## src/rtl/wdt2_pkg.sv

```systemverilog
// Package: shared offsets, key values, bit positions and types of the
// two-stage watchdog. Assumes byte offsets on a word-wide register bus.
package wdt2_pkg;

    // Register byte offsets
    localparam int unsigned OFS_PRE1   = 'h00;
    localparam int unsigned OFS_PRE2   = 'h04;
    localparam int unsigned OFS_STAT   = 'h08;
    localparam int unsigned OFS_RELOAD = 'h0C;
    localparam int unsigned OFS_CFG    = 'h10;
    localparam int unsigned OFS_CTRL   = 'h14;
    localparam int unsigned OFS_COUNT  = 'h18;

    // Unlock key pair, written in this order to OFS_RELOAD
    localparam int unsigned KEY_FIRST  = 'h80;
    localparam int unsigned KEY_SECOND = 'h86;

    // Restart register bits
    localparam int unsigned RLD_RESTART_BIT = 8;
    localparam int unsigned RLD_FLAG_BIT    = 9;

    // Configuration register bits
    localparam int unsigned CFG_RSTEN_BIT = 5;
    localparam int unsigned CFG_FAST_BIT  = 2;

    // Count readback status bits
    localparam int unsigned CNT_SECOND_BIT = 24;
    localparam int unsigned CNT_DONE_BIT   = 25;

    typedef enum logic [1:0] {
        UL_IDLE = 2'd0,
        UL_HALF = 2'd1,
        UL_OPEN = 2'd2
    } unlock_state_t;

    typedef enum logic [1:0] {
        ST_FIRST  = 2'd0,
        ST_SECOND = 2'd1,
        ST_DONE   = 2'd2
    } stage_t;

    typedef enum logic [1:0] {
        IRQ_LEVEL = 2'b00,
        IRQ_PULSE = 2'b01,
        IRQ_NONEA = 2'b10,
        IRQ_NONE  = 2'b11
    } irq_mode_t;

    // Configuration fields as stored
    typedef struct packed {
        logic      rst_en;
        logic      fast;
        irq_mode_t irq_mode;
    } wdt_cfg_t;

    // Control fields; packed order matches bits 2:0 of the register
    typedef struct packed {
        logic periodic;
        logic enable;
        logic locked;
    } wdt_ctrl_t;

endpackage

```

## src/rtl/wdt2_unlock.sv

```systemverilog
// Unlock sequencer: watches bus accesses for the two-write key pair on the
// restart offset and opens a grant for exactly one following access.
// Assumes at most one bus access per cycle; synchronous active-low reset.
module wdt2_unlock
    import wdt2_pkg::*;
(
    input  logic clk,
    input  logic rst_n,
    input  logic acc,        // a bus access happens this cycle
    input  logic wr,         // that access is a write
    input  logic at_reload,  // addressed to the restart offset
    input  logic key1_hit,   // write data equals first key
    input  logic key2_hit,   // write data equals second key
    output logic granted     // the current access is the granted one
);

    unlock_state_t state_q;
    unlock_state_t state_d;

    // Next state: a key write moves forward, any other access re-arms.
    always_comb begin
        state_d = state_q;
        if (acc) begin
            if (wr && at_reload && key1_hit && (state_q != UL_OPEN)) begin
                state_d = UL_HALF;
            end else if ((state_q == UL_HALF) && wr && at_reload && key2_hit) begin
                state_d = UL_OPEN;
            end else begin
                state_d = UL_IDLE;
            end
        end
    end

    // State register.
    always_ff @(posedge clk) begin
        if (!rst_n) begin
            state_q <= UL_IDLE;
        end else begin
            state_q <= state_d;
        end
    end

    // The grant covers whatever access comes while open.
    assign granted = (state_q == UL_OPEN);

endmodule

```

## src/rtl/wdt2_prescaler.sv

```systemverilog
// Prescaler: divides clk into a one-cycle tick, every 2^FAST_SHIFT or
// 2^SLOW_SHIFT clocks. Held cleared while not running or on restart.
// Assumes FAST_SHIFT <= SLOW_SHIFT; synchronous active-low reset.
module wdt2_prescaler #(
    parameter int unsigned SLOW_SHIFT = 15,
    parameter int unsigned FAST_SHIFT = 5
) (
    input  logic clk,
    input  logic rst_n,
    input  logic run,
    input  logic restart,
    input  logic fast,
    output logic tick
);

    localparam int unsigned PW = SLOW_SHIFT;
    localparam logic [PW-1:0] SLOW_LIM = {PW{1'b1}};
    localparam logic [PW-1:0] FAST_LIM = PW'((64'd1 << FAST_SHIFT) - 64'd1);

    logic [PW-1:0] div_q;
    logic [PW-1:0] limit;

    // Pick the terminal value for the selected rate.
    always_comb begin
        limit = fast ? FAST_LIM : SLOW_LIM;
    end

    // Terminal reached: >= also covers a switch from slow to fast.
    assign tick = run && (div_q >= limit);

    // Divider counter.
    always_ff @(posedge clk) begin
        if (!rst_n) begin
            div_q <= '0;
        end else if (!run || restart || tick) begin
            div_q <= '0;
        end else begin
            div_q <= div_q + PW'(1);
        end
    end

endmodule

```

## src/rtl/wdt2_stage_ctr.sv

```systemverilog
// Stage counter: one down-counter shared by both stages, with the stage
// tracked separately. Each stage lasts its preload in ticks (0 acts as 1).
// Emits a one-cycle expiry strobe per stage. Synchronous active-low reset.
module wdt2_stage_ctr
    import wdt2_pkg::*;
#(
    parameter int unsigned       CNT_W           = 20,
    parameter logic [CNT_W-1:0]  DEFAULT_PRELOAD = CNT_W'(30 << 9)
) (
    input  logic             clk,
    input  logic             rst_n,
    input  logic             run,
    input  logic             tick,
    input  logic             restart,
    input  logic             periodic,
    input  logic [CNT_W-1:0] pre1,
    input  logic [CNT_W-1:0] pre2,
    output logic [CNT_W-1:0] count,
    output stage_t           stage,
    output logic             expire1,
    output logic             expire2
);

    logic step_end;

    // A stage ends on a tick that finds the count at 1 or 0.
    assign step_end = run && tick && !restart && (stage != ST_DONE)
                      && (count <= CNT_W'(1));
    assign expire1  = step_end && (stage == ST_FIRST);
    assign expire2  = step_end && (stage == ST_SECOND);

    // Count and stage update: restart first, then tick-driven stepping.
    always_ff @(posedge clk) begin
        if (!rst_n) begin
            stage <= ST_FIRST;
            count <= DEFAULT_PRELOAD;
        end else if (restart) begin
            stage <= ST_FIRST;
            count <= pre1;
        end else if (expire1) begin
            stage <= ST_SECOND;
            count <= pre2;
        end else if (expire2) begin
            if (periodic) begin
                stage <= ST_FIRST;
                count <= pre1;
            end else begin
                stage <= ST_DONE;
                count <= '0;
            end
        end else if (run && tick && (stage != ST_DONE)) begin
            count <= count - CNT_W'(1);
        end
    end

endmodule

```

## src/rtl/wdt2_top.sv

```systemverilog
// Two-stage lockable watchdog: register bus decode, key-guarded preload and
// restart writes, lock/enable control, interrupt shaping, reset request and
// a sticky timeout flag on its own power-on reset. Assumes one access per
// cycle, combinational read data, synchronous active-low resets.
module wdt2_top
    import wdt2_pkg::*;
#(
    parameter int unsigned      ADDR_W          = 5,
    parameter int unsigned      DATA_W          = 32,
    parameter int unsigned      CNT_W           = 20,
    parameter int unsigned      SLOW_SHIFT      = 15,
    parameter int unsigned      FAST_SHIFT      = 5,
    parameter logic [CNT_W-1:0] DEFAULT_PRELOAD = CNT_W'(30 << 9)
) (
    input  logic              clk,
    input  logic              rst_n,
    input  logic              por_n,
    input  logic              bus_sel,
    input  logic              bus_write,
    input  logic [ADDR_W-1:0] bus_addr,
    input  logic [DATA_W-1:0] bus_wdata,
    output logic [DATA_W-1:0] bus_rdata,
    output logic              irq,
    output logic              rst_req
);

    localparam logic [ADDR_W-1:0] A_PRE1   = ADDR_W'(OFS_PRE1);
    localparam logic [ADDR_W-1:0] A_PRE2   = ADDR_W'(OFS_PRE2);
    localparam logic [ADDR_W-1:0] A_STAT   = ADDR_W'(OFS_STAT);
    localparam logic [ADDR_W-1:0] A_RELOAD = ADDR_W'(OFS_RELOAD);
    localparam logic [ADDR_W-1:0] A_CFG    = ADDR_W'(OFS_CFG);
    localparam logic [ADDR_W-1:0] A_CTRL   = ADDR_W'(OFS_CTRL);
    localparam logic [ADDR_W-1:0] A_COUNT  = ADDR_W'(OFS_COUNT);
    localparam logic [DATA_W-1:0] KEY1     = DATA_W'(KEY_FIRST);
    localparam logic [DATA_W-1:0] KEY2     = DATA_W'(KEY_SECOND);

    // Address decode and access strobes
    logic wr_acc;
    logic hit_pre1, hit_pre2, hit_stat, hit_rld, hit_cfg, hit_ctrl, hit_cnt;
    logic granted;
    logic prot_wr;
    logic restart;
    logic sticky_clr;

    // State
    logic [CNT_W-1:0] pre1_q, pre2_q;
    wdt_cfg_t         cfg_q;
    wdt_ctrl_t        ctrl_q;
    logic             stat_q;
    logic             sticky_q;
    logic             rst_req_q;
    logic             pulse_q;

    // Timer datapath
    logic             tick;
    logic [CNT_W-1:0] count;
    stage_t           stage;
    logic             expire1, expire2;

    assign wr_acc   = bus_sel && bus_write;
    assign hit_pre1 = (bus_addr == A_PRE1);
    assign hit_pre2 = (bus_addr == A_PRE2);
    assign hit_stat = (bus_addr == A_STAT);
    assign hit_rld  = (bus_addr == A_RELOAD);
    assign hit_cfg  = (bus_addr == A_CFG);
    assign hit_ctrl = (bus_addr == A_CTRL);
    assign hit_cnt  = (bus_addr == A_COUNT);

    wdt2_unlock u_unlock (
        .clk       (clk),
        .rst_n     (rst_n),
        .acc       (bus_sel),
        .wr        (bus_write),
        .at_reload (hit_rld),
        .key1_hit  (bus_wdata == KEY1),
        .key2_hit  (bus_wdata == KEY2),
        .granted   (granted)
    );

    assign prot_wr    = wr_acc && granted && (hit_pre1 || hit_pre2 || hit_rld);
    assign restart    = prot_wr && hit_rld && bus_wdata[RLD_RESTART_BIT];
    assign sticky_clr = prot_wr && hit_rld && bus_wdata[RLD_FLAG_BIT];

    wdt2_prescaler #(
        .SLOW_SHIFT (SLOW_SHIFT),
        .FAST_SHIFT (FAST_SHIFT)
    ) u_prescaler (
        .clk     (clk),
        .rst_n   (rst_n),
        .run     (ctrl_q.enable),
        .restart (restart),
        .fast    (cfg_q.fast),
        .tick    (tick)
    );

    wdt2_stage_ctr #(
        .CNT_W           (CNT_W),
        .DEFAULT_PRELOAD (DEFAULT_PRELOAD)
    ) u_stage (
        .clk      (clk),
        .rst_n    (rst_n),
        .run      (ctrl_q.enable),
        .tick     (tick),
        .restart  (restart),
        .periodic (ctrl_q.periodic),
        .pre1     (pre1_q),
        .pre2     (pre2_q),
        .count    (count),
        .stage    (stage),
        .expire1  (expire1),
        .expire2  (expire2)
    );

    // Preload registers, written only through a grant.
    always_ff @(posedge clk) begin
        if (!rst_n) begin
            pre1_q <= DEFAULT_PRELOAD;
            pre2_q <= DEFAULT_PRELOAD;
        end else begin
            if (prot_wr && hit_pre1) pre1_q <= bus_wdata[CNT_W-1:0];
            if (prot_wr && hit_pre2) pre2_q <= bus_wdata[CNT_W-1:0];
        end
    end

    // Configuration register, freely writable.
    always_ff @(posedge clk) begin
        if (!rst_n) begin
            cfg_q <= '0;
        end else if (wr_acc && hit_cfg) begin
            cfg_q.rst_en   <= bus_wdata[CFG_RSTEN_BIT];
            cfg_q.fast     <= bus_wdata[CFG_FAST_BIT];
            cfg_q.irq_mode <= irq_mode_t'(bus_wdata[1:0]);
        end
    end

    // Control register, frozen once the lock bit is set.
    always_ff @(posedge clk) begin
        if (!rst_n) begin
            ctrl_q <= '0;
        end else if (wr_acc && hit_ctrl && !ctrl_q.locked) begin
            ctrl_q <= wdt_ctrl_t'(bus_wdata[2:0]);
        end
    end

    // Stage-1 status bit: set on expiry, write-one-to-clear, set wins.
    always_ff @(posedge clk) begin
        if (!rst_n) begin
            stat_q <= 1'b0;
        end else if (expire1) begin
            stat_q <= 1'b1;
        end else if (wr_acc && hit_stat && bus_wdata[0]) begin
            stat_q <= 1'b0;
        end
    end

    // One-cycle pulse that follows each stage-1 expiry.
    always_ff @(posedge clk) begin
        if (!rst_n) begin
            pulse_q <= 1'b0;
        end else begin
            pulse_q <= expire1;
        end
    end

    // Sticky timeout flag on the power-on reset only.
    always_ff @(posedge clk) begin
        if (!por_n) begin
            sticky_q <= 1'b0;
        end else if (expire2 && !ctrl_q.periodic) begin
            sticky_q <= 1'b1;
        end else if (sticky_clr) begin
            sticky_q <= 1'b0;
        end
    end

    // Reset request: held from a watchdog expiry until restart or reset.
    always_ff @(posedge clk) begin
        if (!rst_n) begin
            rst_req_q <= 1'b0;
        end else if (expire2 && !ctrl_q.periodic && cfg_q.rst_en) begin
            rst_req_q <= 1'b1;
        end else if (restart) begin
            rst_req_q <= 1'b0;
        end
    end

    // Interrupt shaping by the selected type.
    always_comb begin
        case (cfg_q.irq_mode)
            IRQ_LEVEL: irq = stat_q;
            IRQ_PULSE: irq = pulse_q;
            default:   irq = 1'b0;
        endcase
    end

    assign rst_req = rst_req_q;

    // Read multiplexer.
    always_comb begin
        bus_rdata = '0;
        if (hit_pre1) begin
            bus_rdata[CNT_W-1:0] = pre1_q;
        end else if (hit_pre2) begin
            bus_rdata[CNT_W-1:0] = pre2_q;
        end else if (hit_stat) begin
            bus_rdata[0] = stat_q;
        end else if (hit_rld) begin
            bus_rdata[RLD_FLAG_BIT] = sticky_q;
        end else if (hit_cfg) begin
            bus_rdata[CFG_RSTEN_BIT] = cfg_q.rst_en;
            bus_rdata[CFG_FAST_BIT]  = cfg_q.fast;
            bus_rdata[1:0]           = cfg_q.irq_mode;
        end else if (hit_ctrl) begin
            bus_rdata[2:0] = ctrl_q;
        end else if (hit_cnt) begin
            bus_rdata[CNT_W-1:0]     = count;
            bus_rdata[CNT_SECOND_BIT] = (stage == ST_SECOND);
            bus_rdata[CNT_DONE_BIT]   = (stage == ST_DONE);
        end
    end

endmodule

```

## config.mk

```make
export PLATFORM = sky130hd
export DESIGN_NAME = wdt2_top
export DESIGN_NICKNAME = d
export VERILOG_FILES = /design/src/rtl/wdt2_pkg.sv /design/src/rtl/wdt2_unlock.sv /design/src/rtl/wdt2_prescaler.sv /design/src/rtl/wdt2_stage_ctr.sv /design/src/rtl/wdt2_top.sv
export SDC_FILE = /design/constraint.sdc
export NUM_CORES = 1
export LEC_CHECK = 0
export ABC_AREA = 1
export BUFFER_PORTS_ARGS = -buffer_cell sky130_fd_sc_hd__buf_2
export CAP_MARGIN = 20
export CORE_MARGIN = 3
export CORE_UTILIZATION = 39
export DETAILED_ROUTE_END_ITERATION = 10
export PLACE_DENSITY = 0.63
export SYNTH_ARGS = -nofsm -noshare
export SYNTH_HDL_FRONTEND = slang
export SYNTH_SLANG_ARGS = --single-unit
```

## constraint.sdc

```tcl
create_clock -name clk -period 5.2 [get_ports clk]
set_input_delay 0.26 -clock clk [delete_from_list [all_inputs] [get_ports clk]]
set_output_delay 0.26 -clock clk [all_outputs]
set_load 0.1 [all_outputs]
```

======== Word-level counts from Yosys, hierarchy flattened ========
Cells that the tools add are included.
operators by class
  $add $sub $neg .......................... 2
  multiply operators ...................... 0
  divide/modulo/power cells ............... 0
  order comparisons ....................... 2
  equality and inequality tests ........... 15
  shift-type cells ........................ 0
  mux-type cells .......................... 45
  bitwise operators ....................... 1
  reductions and logical operators ........ 48
operators by type and width
  operator               number
  $mux 20                14
  $eq 32x8->1 const B    2
  $logic_and 1x1->1      29
  $mux 2                 11
  $le 20x1->1 const B    1
  $sub 20x1->20 const B  1
  $mux 19                1
  $mux 17                1
  $add 15x1->15 const B  1
  $eq 5x5->1 const B     3
  $ge 15x15->1           1
  $mux 15                1
  $mux 14                1
  $mux 1                 11
  $eq 5x4->1 const B     2
  $mux 10                1
  $mux 9                 1
  $reduce_bool 2->1      4
  $eq 2x1->1 const B     3
  $mux 3                 2
  $eq 5x3->1 const B     1
  $logic_not 5->1        1
  $eq 2x2->1 const B     2
  $logic_not 1->1        4
  other kinds (8)        14
storage, ports and cells
  register bits ........................... 90
  latch bits .............................. 0
  RAM bits ................................ 0
  bits in read-only memories .............. 0
  input bits .............................. 42
  output and inout port bits .............. 34
  logic and storage cells ................. 130
  memories kept ........................... 0

======== Longest topological paths before layout ========
Gate-level depths: netlist of the first run.
  word-level depth ........................ 14
  mapped depth ............................ 14
  mapped depth without buffers ............ 14

======== By module ========
Synthesis of the first run repeated with hierarchy kept, for this count alone.
unflattened totals
  cells, all modules ...................... 938
  area, all modules ....................... 6020.8 um2
by module, submodules not included
  module          times used  cells each  area each (um2)  seq. area each (um2)
  wdt2_top        1           407         2787.7           1021.0
  wdt2_stage_ctr  1           375         2113.3           440.4
  wdt2_prescaler  1           137         1009.7           300.3
  wdt2_unlock     1           19          110.1            40.0

======== Least setup slack after synthesis of the first run ========
No wires, ideal clock.
  path kind ............................... in2out
  from .................................... input port bus_addr[0]
  to ...................................... output port bus_rdata[25]
  arrival time ............................ 3.207 ns
  required time ........................... 4.940 ns
  setup slack ............................. 1.733 ns
  stages .................................. 9
  buffers on the path ..................... 2
  path through ............................ inv_1 -> nand2_1 -> nor3_1 -> inv_1 -> nor2_1 -> inv_1 -> clkbuf_1 -> clkbuf_1 -> nor3_1
between the ends
  cells in the longest elaborated chain, start to end .. 8
  elaborated cells on any way between the ends .. 14
  those cells by class .................... eq/ne: 6; mux: 7; reduce/logical: 1
RTL lines
  what         RTL line         source
  from (decl)  wdt2_top.sv:20   input logic [ADDR_W-1:0] bus_addr,
  $eq 5x5->1   wdt2_top.sv:67   assign hit_cnt = (bus_addr == A_COUNT);
  $mux 2       wdt2_top.sv:215  end else if (hit_cnt) begin
  $mux 2       wdt2_top.sv:213  end else if (hit_ctrl) begin
  $mux 2       wdt2_top.sv:209  end else if (hit_cfg) begin
  $mux 2       wdt2_top.sv:207  end else if (hit_rld) begin
  $mux 2       wdt2_top.sv:205  end else if (hit_stat) begin
  $mux 2       wdt2_top.sv:203  end else if (hit_pre2) begin
  $mux 2 (*)   wdt2_top.sv:201  if (hit_pre1) begin
  to (decl)    wdt2_top.sv:22   output logic [DATA_W-1:0] bus_rdata,
Mark *: on every way between the ends. The rest lies on a longest branch, timed or not.

======== Worst setup path in the final report of the first run ========
  from .................................... register cfg_q[2] (netlist name)
  to ...................................... register u_stage.count[12]
between the ends
  cells in the longest elaborated chain, start to end .. 11
  elaborated cells on any way between the ends .. 14
  those cells by class .................... order compare: 1; mux: 4; reduce/logical: 9
RTL lines
  what                            RTL line                                    source
  $mux 15 (*)                     wdt2_prescaler.sv:25                        limit = fast ? FAST_LIM : SLOW_LIM;
  $ge 15x15->1 (*)                wdt2_prescaler.sv:29                        assign tick = run && (div_q >= limit);
  $logic_and 1x1->1 (*)           wdt2_prescaler.sv:29
  $logic_and 1x1->1 (*)           wdt2_stage_ctr.sv:27, wdt2_stage_ctr.sv:51
  $logic_and 1x1->1 (2 in a row)  wdt2_stage_ctr.sv:27                        assign step_end = run && tick && !restart && (stage != ST_DONE)
  $logic_and 1x1->1               wdt2_stage_ctr.sv:28                        && (count <= CNT_W'(1));
  $logic_and 1x1->1               wdt2_stage_ctr.sv:30                        assign expire2 = step_end && (stage == ST_SECOND);
  $mux 20                         wdt2_stage_ctr.sv:43                        end else if (expire2) begin
  $mux 20                         wdt2_stage_ctr.sv:40                        end else if (expire1) begin
  $mux 20                         wdt2_stage_ctr.sv:37                        end else if (restart) begin
  to (signal assigned)            wdt2_stage_ctr.sv:39                        count <= pre1;
  to (signal assigned)            wdt2_stage_ctr.sv:42                        count <= pre2;
  to (signal assigned)            wdt2_stage_ctr.sv:46                        count <= pre1;
  to (decl)                       wdt2_stage_ctr.sv:18                        output logic [CNT_W-1:0] count,
Marked as above.
A chain may end at the register's enable or synchronous reset.

==> results of run 1 <==
==> cells in the final DEF, fill, tap and decap left out, types with 16 or more instances in the layout <==
master	synthesis	layout
a41oi_1	16	16
xor2_1	19	19
nand2_1	174	174
dfxtp_1	90	90
o21ai_0	65	64
buf_2	9	65
inv_1	124	124
a21oi_1	55	55
nand3_1	31	31
o221ai_1	19	19
nor2_1	69	69
==> stage by stage <==
| step | total power, mW | hold WS [ns] | instance area [sq um] | utilization, % |
|---|---|---|---|---|
| 2_1_floorplan | 0.777 | 0.354 | 5760 | - |
| 3_3_place_gp | 0.803 | 0.431 | 6090 | 43.2 |
| 3_5_place_dp | 0.803 | 0.436 | 6090 | 43.2 |
| 4_1_cts | 1.51 | 0.145 | 6410 | 45.5 |
| 5_1_grt | 1.54 | 0.157 | 6410 | 45.5 |
| 6_report | 1.49 | 0.145 | 6410 | 45.5 |
==> sequential cells by signal, summed over array words and instances (netlist names) <==
signal,flops
pulse_q,1
sticky_q,1
stat_q,1
ctrl_q,3
pre2_q,20
u_prescaler.div_q,15
rst_req,1
pre1_q,20
u_unlock.state_q,2
u_stage.stage,2
u_stage.count,20
cfg_q,4
==> where the power goes <==
group,switching [mW],leakage (nW),internal (mW)
clock network,0.318,0.153,0.387
registers,0.00104,0.725,0.689
logic,0.0780,1.89,0.0193
total,0.397,2.77,1.10
==> how the worst max path moves through the flow <==
stage / startpoint / endpoint / slack [ns]
floorplan: bus_addr[0] / bus_rdata[25] / 1.73
global placement: bus_addr[0] / pre2_q[16] / 2.27
detailed placement: bus_addr[0] / pre2_q[16] / 2.16
CTS: cfg_q[2] / u_stage.count[12] / 2.39
global route: cfg_q[2] / u_stage.count[12] / 2.09
finish: cfg_q[2] / u_stage.count[12] / 2.41
==> cell families (layout without fill, tap and decap cells) <==
family                   count (synthesis)  after routing  synth area share [%]
other                                    1             10                0.0655
XOR/XNOR                                21             21                  3.21
flip-flops                              90             90                  31.5
AO/OA/AOI/OAI                          197            197                  21.3
buffers and inverters                  177            215                  13.0
adder cells (fa/ha/maj)                 13             13                  2.84
AND/OR/NAND/NOR                        343            343                  28.2
==> worst max-delay path, stage by stage, from the launching register on <==
cell     delay, ns
dfxtp_1       0.44
ha_1          0.37
nand2_1       0.07
nor2_1        0.14
nand2_1       0.07
nor2_1        0.08
nand2_1       0.07
nand2_2       0.14
nand3_4       0.30
nor2_8        0.37
nand3_4       0.25
inv_1         0.18
a21oi_1       0.09
nand2_1       0.07
nand2_1       0.04
==> per-layer routing <==
metal | GRT usage, % | up-vias | part of all wire [%]
met3 | 4.35 | 25 | 6.9
li1 | - | 2857 | -
met2 | 32.0 | 218 | 44
met5 | 0 | - | 0
met1 | 30.3 | 2509 | 47
met4 | 5.24 | 0 | 1.9
==> final cells by class <==
cell class	instances	area, sq um
inverter	131	495
timing repair buffer	68	348
tap	180	225
clock buffer	9	225
fill	1507	7690
multi-input combinational	584	3220
clock inverter	7	93.8
sequential	90	1800
==> summary.txt, run 1 <==
Critical path
  • R2r setup slk: 2.41 ns
  • Crit Path Class: flop to flop
  • CP Capture Type: flop
  • R2R Path End: u_stage.count[12]
  • Worst R2R Path Depth: 14
  • FF-to-FF Start: cfg_q[2]
  • WP data arrival: 3.04 ns
  • Worst-path fanout max: 22
  • Startpoint types: flop
  • CP required: 5.45 ns

Yosys
  • Cell Area, Synth: 0.00573 sq mm
  • Ys async rst share: 0%
  • Largest area contributor in the netlist: dfxtp_1
  • Top-area cell type share of the netlist area: 31.5%
  • Syn_area_per_cell: 6.80 sq um
  • Yosys reg bits: 90
  • Top cells by area, synth: dfxtp_1 (31%), nand2_1 (11%), inv_1 (8.1%)
  • Primary FF master, synth: dfxtp_1
  • Yosys Warn Count: 0
  • Synth top cells by count: nand2_1 (174), inv_1 (124), dfxtp_1 (90)
  • EDFF count, synth: 0
  • Netlist cell types: 47
  • Syn Inst Count: 842
  • Most common cell in the netlist: nand2_1
  • Post-synthesis sequential area ratio: 31.5%

Routing
  • First-pass DRT Iterations: 7
  • Routed length per instance: 15.6 um
  • Total Routed Length: 16,700 um
  • Vias per cell: 5.25
  • Initial DRC count: 569
  • Remaining DRCs: 0
  • Detail Route Antenna Nets: 0
  • Via count: 5,609

Run
  • Max-cap violation count: 0

Floorplanning
  • Initial core utilization: 40.6%
  • Row cnt: 43
  • Die area: 0.0162 sq mm
  • Number of top-level pins: 76
  • Die W: 127 um
  • Die Y: 127 um
  • Core area: 0.0141 sq mm

Global route
  • Largest net degree at the start of global routing: 53
  • GRT Total Usage: 21.0%
  • Aggregate global routing overflow: 0
  • Number of global-route vias before repair: 5,057
  • First-pass GRT wire length: 27,200 um
  • Initial antenna violation count: 0

Clocking
  • Hold_buf cts: 0
  • Number of buffers created by CTS: 9
  • Cts repair resizes: 0
  • Setup bufs post-CTS: 0
  • Root Buffer: clkbuf_16
  • CTS H-tree lvls: 3
  • Worst skew pair latency: 0.36 ns
  • Clock Pin Slew Worst Setup and Hold Paths: 0.07 ns
  • Clk buf depth: 2
  • Clk sink count: 90
  • CTS tree: built

Power and ir drop
  • Power Dens Cells: 233 mW/mm^2
  • Maximum VDD drop: 0.264 mV
  • Leak pwr: 2.77 nW

STA
  • Slew headroom: 31.8%
  • Worst Clk Skew: 0.0114 ns
  • Final setup fails: 0
  • Tightest Pin Transition: 1.02 ns
  • Max Slew Vio Count: 0
  • Final hold violation count: 0
  • Achievable Freq: 359 MHz
  • Final WS setup: 2.41 ns
  • RSZ-0062 raised after global routing: no
  • Min Tclk post-route: 2.79 ns
  • TNS Setup: 0 ns
  • Period utilization: 53.6%

Finish
  • Share of layout cells above drive strength 1: 15.4%
  • Non-filler instance count after layout: 1,069
  • Ant. Diodes: 0
  • Layout Nets: 939
  • Layout Area Growth over Synthesis: 11.9%

Place
  • Post-place setup slack: 2.16 ns
  • Inst Count DP: 1,053
  • Dpl hpwl: 12,000 um
  • Placer Congestion: 0.842
  • IO buf count: 65

Min path
  • Hold endpoint: u_unlock.state_q[0]
  • Hold path startpoint: bus_sel
  • Hold Crit Class: input port to flop
  • Worst hold stages: 2

Run status
  • Outcome: finished clean
Power figures use the tool's default switching activity.
==> run 2: changes to the inputs <==
--- a/config.mk
+++ b/config.mk
@@ -11,7 +11,7 @@
 export CORE_MARGIN = 3
 export CORE_UTILIZATION = 39
 export DETAILED_ROUTE_END_ITERATION = 10
-export PLACE_DENSITY = 0.63
+export PLACE_DENSITY = 0.65
 export SYNTH_ARGS = -nofsm -noshare
 export SYNTH_HDL_FRONTEND = slang
 export SYNTH_SLANG_ARGS = --single-unit
==> constraint.sdc (replaced) <==
create_clock -name clk -period 2.5 [get_ports clk]
set_input_delay 0.125 -clock clk [delete_from_list [all_inputs] [get_ports clk]]
set_output_delay 0.125 -clock clk [all_outputs]
set_load 0.1 [all_outputs]
==> run 2 against run 1 <==
  * Worst hold slack got worse by 0.14 ns
  * Clock-buffer cell count increased by 2
  * Power increased by 110%
  * Non-clock buffer count increased by 18
  * Highest routed layer unchanged
  * Critical endpoint is now u_stage.count[15]
  * Largest power group unchanged
  * Critical path type unchanged
  * Die area unchanged
==> summary.txt, run 2 (synthesized netlist as in run 1, its figures left out) <==
Place
  • Dpl hpwl: 12,500 um (+4.3%)
  • IO buf count: 65 (unchanged)
  • Cell Area, Placed: 0.00634 sq mm (+4.0%)
  • Placer Congestion: 0.911 (+8.3%)

Finish
  • Most frequent cells in the layout: nand2_1 (174), inv_1 (124), dfxtp_1 (89)
  • Share of layout cells above drive strength 1: 17.2% (+1.8 points)
  • Layout Nets: 957 (+1.9%)
  • Finished Core Util: 47.3% (+1.8 points)
  • Multi-input logic area: 0.00323 sq mm (+0.19%)
  • Most common cell after layout, fill and taps aside: nand2_1
  • Sequential cell area: 0.00180 sq mm (about the same)
  • Layout Area Growth over Synthesis: 16.4%
  • Regs by FF count: pre1_q x20, pre2_q x20, u_stage.count x20
  • Fill count: 1,469 (-2.5%)
  • Ant. Diodes: 0 (unchanged)
  • Final Cell Area: 0.00667 sq mm (+4.0%)

Power and ir drop
  • Clock share of power: 48.4% (+1.2 points)
  • Power Dens Cells: 478 mW/mm^2 (+110%)
  • Sw Ratio: 24.6% (-2.1 points)
  • NetSw: 0.782 mW (+97%)
  • Gate power share: 6.5% (about the same)
  • Seq pwr share: 45.1% (-1.1 points)
  • Maximum VDD drop: 0.343 mV (+30%)
  • Total power: 3.19 mW (+110%)
  • Leak pwr: 2.89 nW (+4.2%)
  • Cell-internal power: 2.40 mW (+120%)

STA
  • Worst Clk Skew: 0.00628 ns (-0.00516 ns)
  • RSZ-0062 raised after global routing: no
  • Max Slew Vio Count: 0 (unchanged)
  • Min Tclk post-route: 2.22 ns (-0.566 ns)
  • Final hold violation count: 0 (unchanged)
  • Period utilization: 88.9% (+35 points)
  • Tightest Pin Transition: 0.818 ns (-0.205 ns)
  • Slew headroom: 45.4% (+14 points)
  • Achievable Freq: 450 MHz (+25%)
  • TNS Setup: 0 ns (unchanged)
  • Final setup fails: 0 (unchanged)

Clocking
  • Clock Pin Slew Worst Setup and Hold Paths: 0.06 ns (about the same)
  • Root Buffer: clkbuf_16
  • Worst skew pair latency: 0.36 ns (about the same)
  • CTS tree: built
  • Hold_buf cts: 0 (unchanged)
  • CTS H-tree lvls: 3 (unchanged)
  • Clk sink count: 90 (unchanged)
  • Number of buffers created by CTS: 9 (unchanged)
  • Clk buf depth: 2 (unchanged)

Min path
  • Hold Crit Class: input port to flop
  • Worst hold stages: 2 (unchanged)

Floorplanning
  • Die area: 0.0162 sq mm (unchanged)
  • Die Y: 127 um (unchanged)
  • Number of top-level pins: 76 (unchanged)
  • Initial core utilization: 40.6% (unchanged)
  • Row cnt: 43 (unchanged)
  • Core area: 0.0141 sq mm (unchanged)
  • Die W: 127 um (unchanged)

Critical path
  • Crit Path Class: flop to flop
  • Critical path's top delay family: simple AND/OR/NAND/NOR gates
  • Critical Path Most Common Cell: nand2_1
  • CP peak stage delay: 0.40 ns (-0.04 ns)
  • WP buf/inv: 1 (unchanged)
  • Slowest CP cell: dfxtp_2
  • CP Capture Type: flop
  • Worst R2R Path Depth: 14 (unchanged)
  • Startpoint types: flop
  • Worst-path fanout max: 12 (-45%)
  • Critical path depth: 14 (unchanged)
  • WP data arrival: 2.43 ns (-0.61 ns)
  • Crit-path cells: ha_1 -> nand2_1 -> nor2_1 -> nand2_1 -> nor2_1 -> nand2_1 -> nand2_2 -> nand4_4 -> nor2_8 -> inv_2 -> nand2_1 -> nand2_1 -> nand2_1 -> a21oi_1
  • CP required: 2.71 ns (-2.74 ns)

Routing
  • First-pass DRT Iterations: 5 (-2)
  • Total Routed Length: 17,200 um (+3.2%)
  • Remaining DRCs: 0 (unchanged)
  • Via count: 5,797 (+3.4%)
  • Initial DRC count: 520 (-8.6%)
  • Vias per cell: 5.34 (+1.7%)
  • Routed length per instance: 15.8 um (+1.6%)
  • Detail Route Antenna Nets: 0 (unchanged)

Global route
  • GRT Total Usage: 21.6% (+0.66 points)
  • First-pass GRT wire length: 28,000 um (+3.0%)
  • Number of global-route vias before repair: 5,404 (+6.9%)
  • Initial antenna violation count: 0 (unchanged)
  • Aggregate global routing overflow: 0 (unchanged)
  • Largest net degree at the start of global routing: 52 (-1.9%)

Run
  • Max-cap violation count: 0 (unchanged)

Run status
  • Outcome: finished clean
-- run 2: per-layer routing --
metal	global-route usage (%)	routed length, um	share of wire, %	vias to the layer above
li1	-	-	-	2880
met1	30.0	8030	47	2669
met2	32.8	7530	44	212
met3	4.14	1070	6.2	36
met4	9.40	562	3.3	0
met5	0	0	0	-
-- run 2: what timing repair did --
item,CTS,global route
buffers inserted,0,0
gates resized for setup,0,1
endpoints found under the setup margin,0,14
-- run 2: stage by stage --
stage | worst slack, ns | std cells | hold slack [ns]
global route | 0.0653 | 1086 | 0.0161
detailed placement | 0.195 | 1071 | 0.378
finish | 0.277 | 1086 | 0.00859
floorplan | -0.235 | 851 | 0.219
global placement | 0.290 | 1071 | 0.379
CTS | 0.170 | 1086 | 0.000580
-- run 2: final timing paths --
| path | startpoint | endpoint | slack, ns |
|---|---|---|---|
| worst max-delay path | cfg_q[2] | u_stage.count[15] | 0.28 |
| worst min-delay path | bus_sel | u_unlock.state_q[0] | 0.009 |
| worst max register to register | cfg_q[2] | u_stage.count[15] | 0.28 |
| worst min register to register | u_prescaler.div_q[0] | u_prescaler.div_q[0] | 0.46 |
-- run 2: power by group through the flow --
| stage | Clock (mW) | Combinational (mW) | Sequential, mW |
|---|---|---|---|
| after floorplan | 0 | 0.148 | 1.47 |
| after global placement | 0 | 0.204 | 1.47 |
| after detailed placement | 0 | 0.205 | 1.47 |
| final | 1.54 | 0.207 | 1.44 |
| after CTS | 1.56 | 0.205 | 1.44 |
| after global routing | 1.61 | 0.220 | 1.44 |
-- run 2: final cells by class --
| type | count | area share [%] |
|---|---|---|
| Clock buffer | 11 | 3.79 |
| Timing Repair Buffer | 86 | 8.82 |
| Tap cell | 180 | 3.38 |
| Clock inverter | 4 | 1.11 |
| Inverter | 131 | 7.43 |
| Multi-Input combinational cell | 584 | 48.4 |
| Sequential cell | 90 | 27.1 |
-- run 2: worst reg2reg max path, delay by kind of cell (launching register included) --
| kind | cells | cell delay [ns] |
|---|---|---|
| AO/OA/AOI/OAI | 1 | 0.05 |
| adder cells (fa/ha/maj) | 1 | 0.32 |
| flip-flops | 1 | 0.40 |
| buffers and inverters | 1 | 0.14 |
| AND/OR/NAND/NOR | 11 | 1.17 |
==> run 3: changes to the inputs <==
--- a/config.mk
+++ b/config.mk
@@ -6,12 +6,13 @@
 export NUM_CORES = 1
 export LEC_CHECK = 0
 export ABC_AREA = 1
-export BUFFER_PORTS_ARGS = -buffer_cell sky130_fd_sc_hd__buf_2
 export CAP_MARGIN = 20
 export CORE_MARGIN = 3
 export CORE_UTILIZATION = 39
 export DETAILED_ROUTE_END_ITERATION = 10
-export PLACE_DENSITY = 0.65
+export DONT_BUFFER_PORTS = 1
+export PLACE_DENSITY = 0.6
+export SETUP_SLACK_MARGIN = 0.1
 export SYNTH_ARGS = -nofsm -noshare
 export SYNTH_HDL_FRONTEND = slang
 export SYNTH_SLANG_ARGS = --single-unit
==> run 3 against run 2 <==
  * Power down 5.1%
  * Register-to-register slack about the same
  * Sequential cell count did not move
  * Combinational power down 4%
  * Utilization rose by 0.84 points
  * Clock power shrank 9.7%
  * Critical path type unchanged
  * Clock skew increased by 0.0042 ns
  * Sequential share of layout area is 0.47 points lower
  * Critical path depth fell by 1
  * Via count decreased by 2.0%
==> summary.txt, run 3 (synthesized netlist as in run 1, its figures left out) <==
Run status
  • Outcome: finished clean

Place
  • Placer Congestion: 0.859 (-5.8%)
  • Post-place setup slack: 0.214 ns (+0.0190 ns)
  • IO buf count: 0 (-100%)
  • Dpl hpwl: 12,300 um (-1.2%)
  • Inst Count DP: 1,027 (-4.1%)

Critical path
  • CP required: 2.76 ns (+0.05 ns)
  • Crit-path cells: inv_1 -> ha_1 -> nand2_2 -> nor2_4 -> nor2_2 -> nor2_8 -> nand4_4 -> nor2_8 -> inv_2 -> nand2_1 -> nand3_1 -> nand2_1 -> nand2_1
  • CP peak stage delay: 0.32 ns (-0.08 ns)
  • Slowest CP cell: dfxtp_1
  • CP Capture Type: flop
  • Startpoint types: flop
  • WP data arrival: 2.48 ns (+0.05 ns)
  • Crit Path Class: flop to flop
  • Worst-path fanout max: 10 (-2)
  • Critical Path Most Common Cell: nand2_1

Power and ir drop
  • NetSw: 0.840 mW (+7.3%)
  • Cell-internal power: 2.18 mW (-9.2%)
  • Leak pwr: 2.81 nW (-2.7%)
  • Seq pwr share: 47.5% (+2.4 points)
  • Gate power share: 6.6% (about the same)
  • Clock share of power: 46.0% (-2.4 points)
  • Sw Ratio: 27.8% (+3.2 points)
  • Maximum VDD drop: 0.421 mV (+23%)
  • Power Dens Cells: 446 mW/mm^2 (-6.8%)

STA
  • Final setup fails: 0 (unchanged)
  • Achievable Freq: 450 MHz (about the same)
  • Min Tclk post-route: 2.22 ns (-0.000987 ns)
  • Final hold violation count: 0 (unchanged)
  • Final WS setup: 0.278 ns (+0.000987 ns)
  • Period utilization: 88.9% (about the same)
  • RSZ-0062 raised after global routing: yes
  • Slew headroom: 50.6% (+5.2 points)
  • Max Slew Vio Count: 0 (unchanged)
  • Worst Clk Skew: 0.0105 ns (+0.00421 ns)
  • Worst hold slack: 0.00974 ns (+0.00115 ns)
  • TNS Setup: 0 ns (unchanged)
  • Tightest Pin Transition: 0.740 ns (-0.0779 ns)

Finish
  • Most frequent cells in the layout: nand2_1 (174), inv_1 (123), dfxtp_1 (89)
  • Most common cell after layout, fill and taps aside: nand2_1
  • Layout Nets: 936 (-2.2%)
  • Non-filler instance count after layout: 1,066 (-1.8%)
  • Regs by FF count: pre1_q x20, pre2_q x20, u_stage.count x20
  • Share of layout cells above drive strength 1: 15.0% (-2.2 points)
  • Ant. Diodes: 0 (unchanged)
  • Layout Area Growth over Synthesis: 18.4%

Routing
  • Total Routed Length: 17,500 um (+1.8%)
  • Via count: 5,680 (-2.0%)
  • First-pass DRT Iterations: 5 (unchanged)
  • Vias per cell: 5.33 (-0.18%)
  • Routed length per instance: 16.4 um (+3.7%)
  • Initial DRC count: 453 (-13%)
  • Remaining DRCs: 0 (unchanged)
  • Detail Route Antenna Nets: 0 (unchanged)

Clocking
  • CTS tree: built
  • Clock Pin Slew Worst Setup and Hold Paths: 0.08 ns (+0.02 ns)
  • Root Buffer: clkbuf_16
  • Worst skew pair latency: 0.36 ns (about the same)
  • Clk buf depth: 2 (unchanged)
  • Clk sink count: 90 (unchanged)
  • CTS H-tree lvls: 3 (unchanged)
  • Number of buffers created by CTS: 9 (unchanged)

Global route
  • Largest net degree at the start of global routing: 51 (-1.9%)
  • First-pass GRT wire length: 27,500 um (-1.7%)
  • Number of global-route vias before repair: 5,077 (-6.1%)
  • GRT Total Usage: 21.3% (-0.29 points)
  • Initial antenna violation count: 0 (unchanged)
  • Aggregate global routing overflow: 0 (unchanged)

Floorplanning
  • Die Y: 127 um (unchanged)
  • Initial core utilization: 40.6% (unchanged)
  • Core area: 0.0141 sq mm (unchanged)
  • Row cnt: 43 (unchanged)
  • Die area: 0.0162 sq mm (unchanged)
  • Number of top-level pins: 76 (unchanged)
  • Die W: 127 um (unchanged)

Min path
  • Hold Crit Class: input port to flop

Run
  • Max-cap violation count: 0 (unchanged)
==> run 3: cell count changes in the layout (fill, tap and decap cells not counted), moves of 3 or more <==
cell | before | now
o221ai_1 | 19 | 4
buf_12 | 7 | 1
dlygate4sd3_1 | 0 | 22
o221ai_2 | 0 | 15
buf_2 | 58 | 0
inv_6 | 1 | 4
buf_16 | 0 | 3
buf_4 | 21 | 38
==> run 3: repair_timing <==
| action | CTS | global route |
|---|---|---|
| setup endpoints to repair | 0 | 23 |
| hold buffers | 23 | 0 |
| endpoints found under the hold margin | 58 | 0 |
| resized for setup | 0 | 3 |
| buffers inserted | 0 | 0 |
==> run 3: path summary, 6_finish.rpt <==
kind	startpoint	endpoint	slack, ns	cells after the start
worst min-delay path	bus_wdata[1]	u_unlock.state_q[1]	0.01	4
worst min register to register	u_prescaler.div_q[0]	u_prescaler.div_q[0]	0.45	1
worst max-delay path	u_stage.count[0]	u_stage.count[10]	0.28	13
worst max register to register	u_stage.count[0]	u_stage.count[10]	0.28	13
==> run 3: through the flow <==
stage / total power [mW] / area (sq um) / util (%)
floorplan: 1.62 / 5790 / -
global placement: 1.62 / 6250 / 44.3
detailed placement: 1.62 / 6250 / 44.3
CTS: 3.05 / 6780 / 48.1
global route: 3.11 / 6780 / 48.1
finish: 3.02 / 6780 / 48.1
==> run 3: power by group through the flow <==
stage	registers [mW]	logic, mW	clock network, mW
6_report	1.43	0.199	1.39
5_1_grt	1.44	0.208	1.47
4_1_cts	1.43	0.196	1.42
3_5_place_dp	1.47	0.150	0
3_3_place_gp	1.47	0.150	0
2_1_floorplan	1.47	0.148	0
==> run 3: routing by layer <==
| metal | up-vias | track usage [%] | wire, um |
|---|---|---|---|
| li1 | 2848 | - | - |
| met1 | 2585 | 30.6 | 8280 |
| met2 | 220 | 32.6 | 7740 |
| met3 | 27 | 4.68 | 1190 |
| met4 | 0 | 5.36 | 298 |
| met5 | - | 0 | 0 |
==> run 3: area by class of cell <==
type,count,area (sq um)
Sequential cell,90,1800
Multi-Input combinational cell,584,3350
Inverter,131,495
Fill cell,1442,7310
Clock inverter,7,67.6
Tap cell,180,225
Clock buffer,9,225
Timing Repair Buffer,65,619
==> run 3: critical path: cells and delay by family (launching register included) <==
| kind | cells | cell delay [ns] |
|---|---|---|
| flip-flops | 1 | 0.32 |
| adder cells (fa/ha/maj) | 1 | 0.22 |
| buffers and inverters | 2 | 0.29 |
| AND/OR/NAND/NOR | 10 | 1.27 |
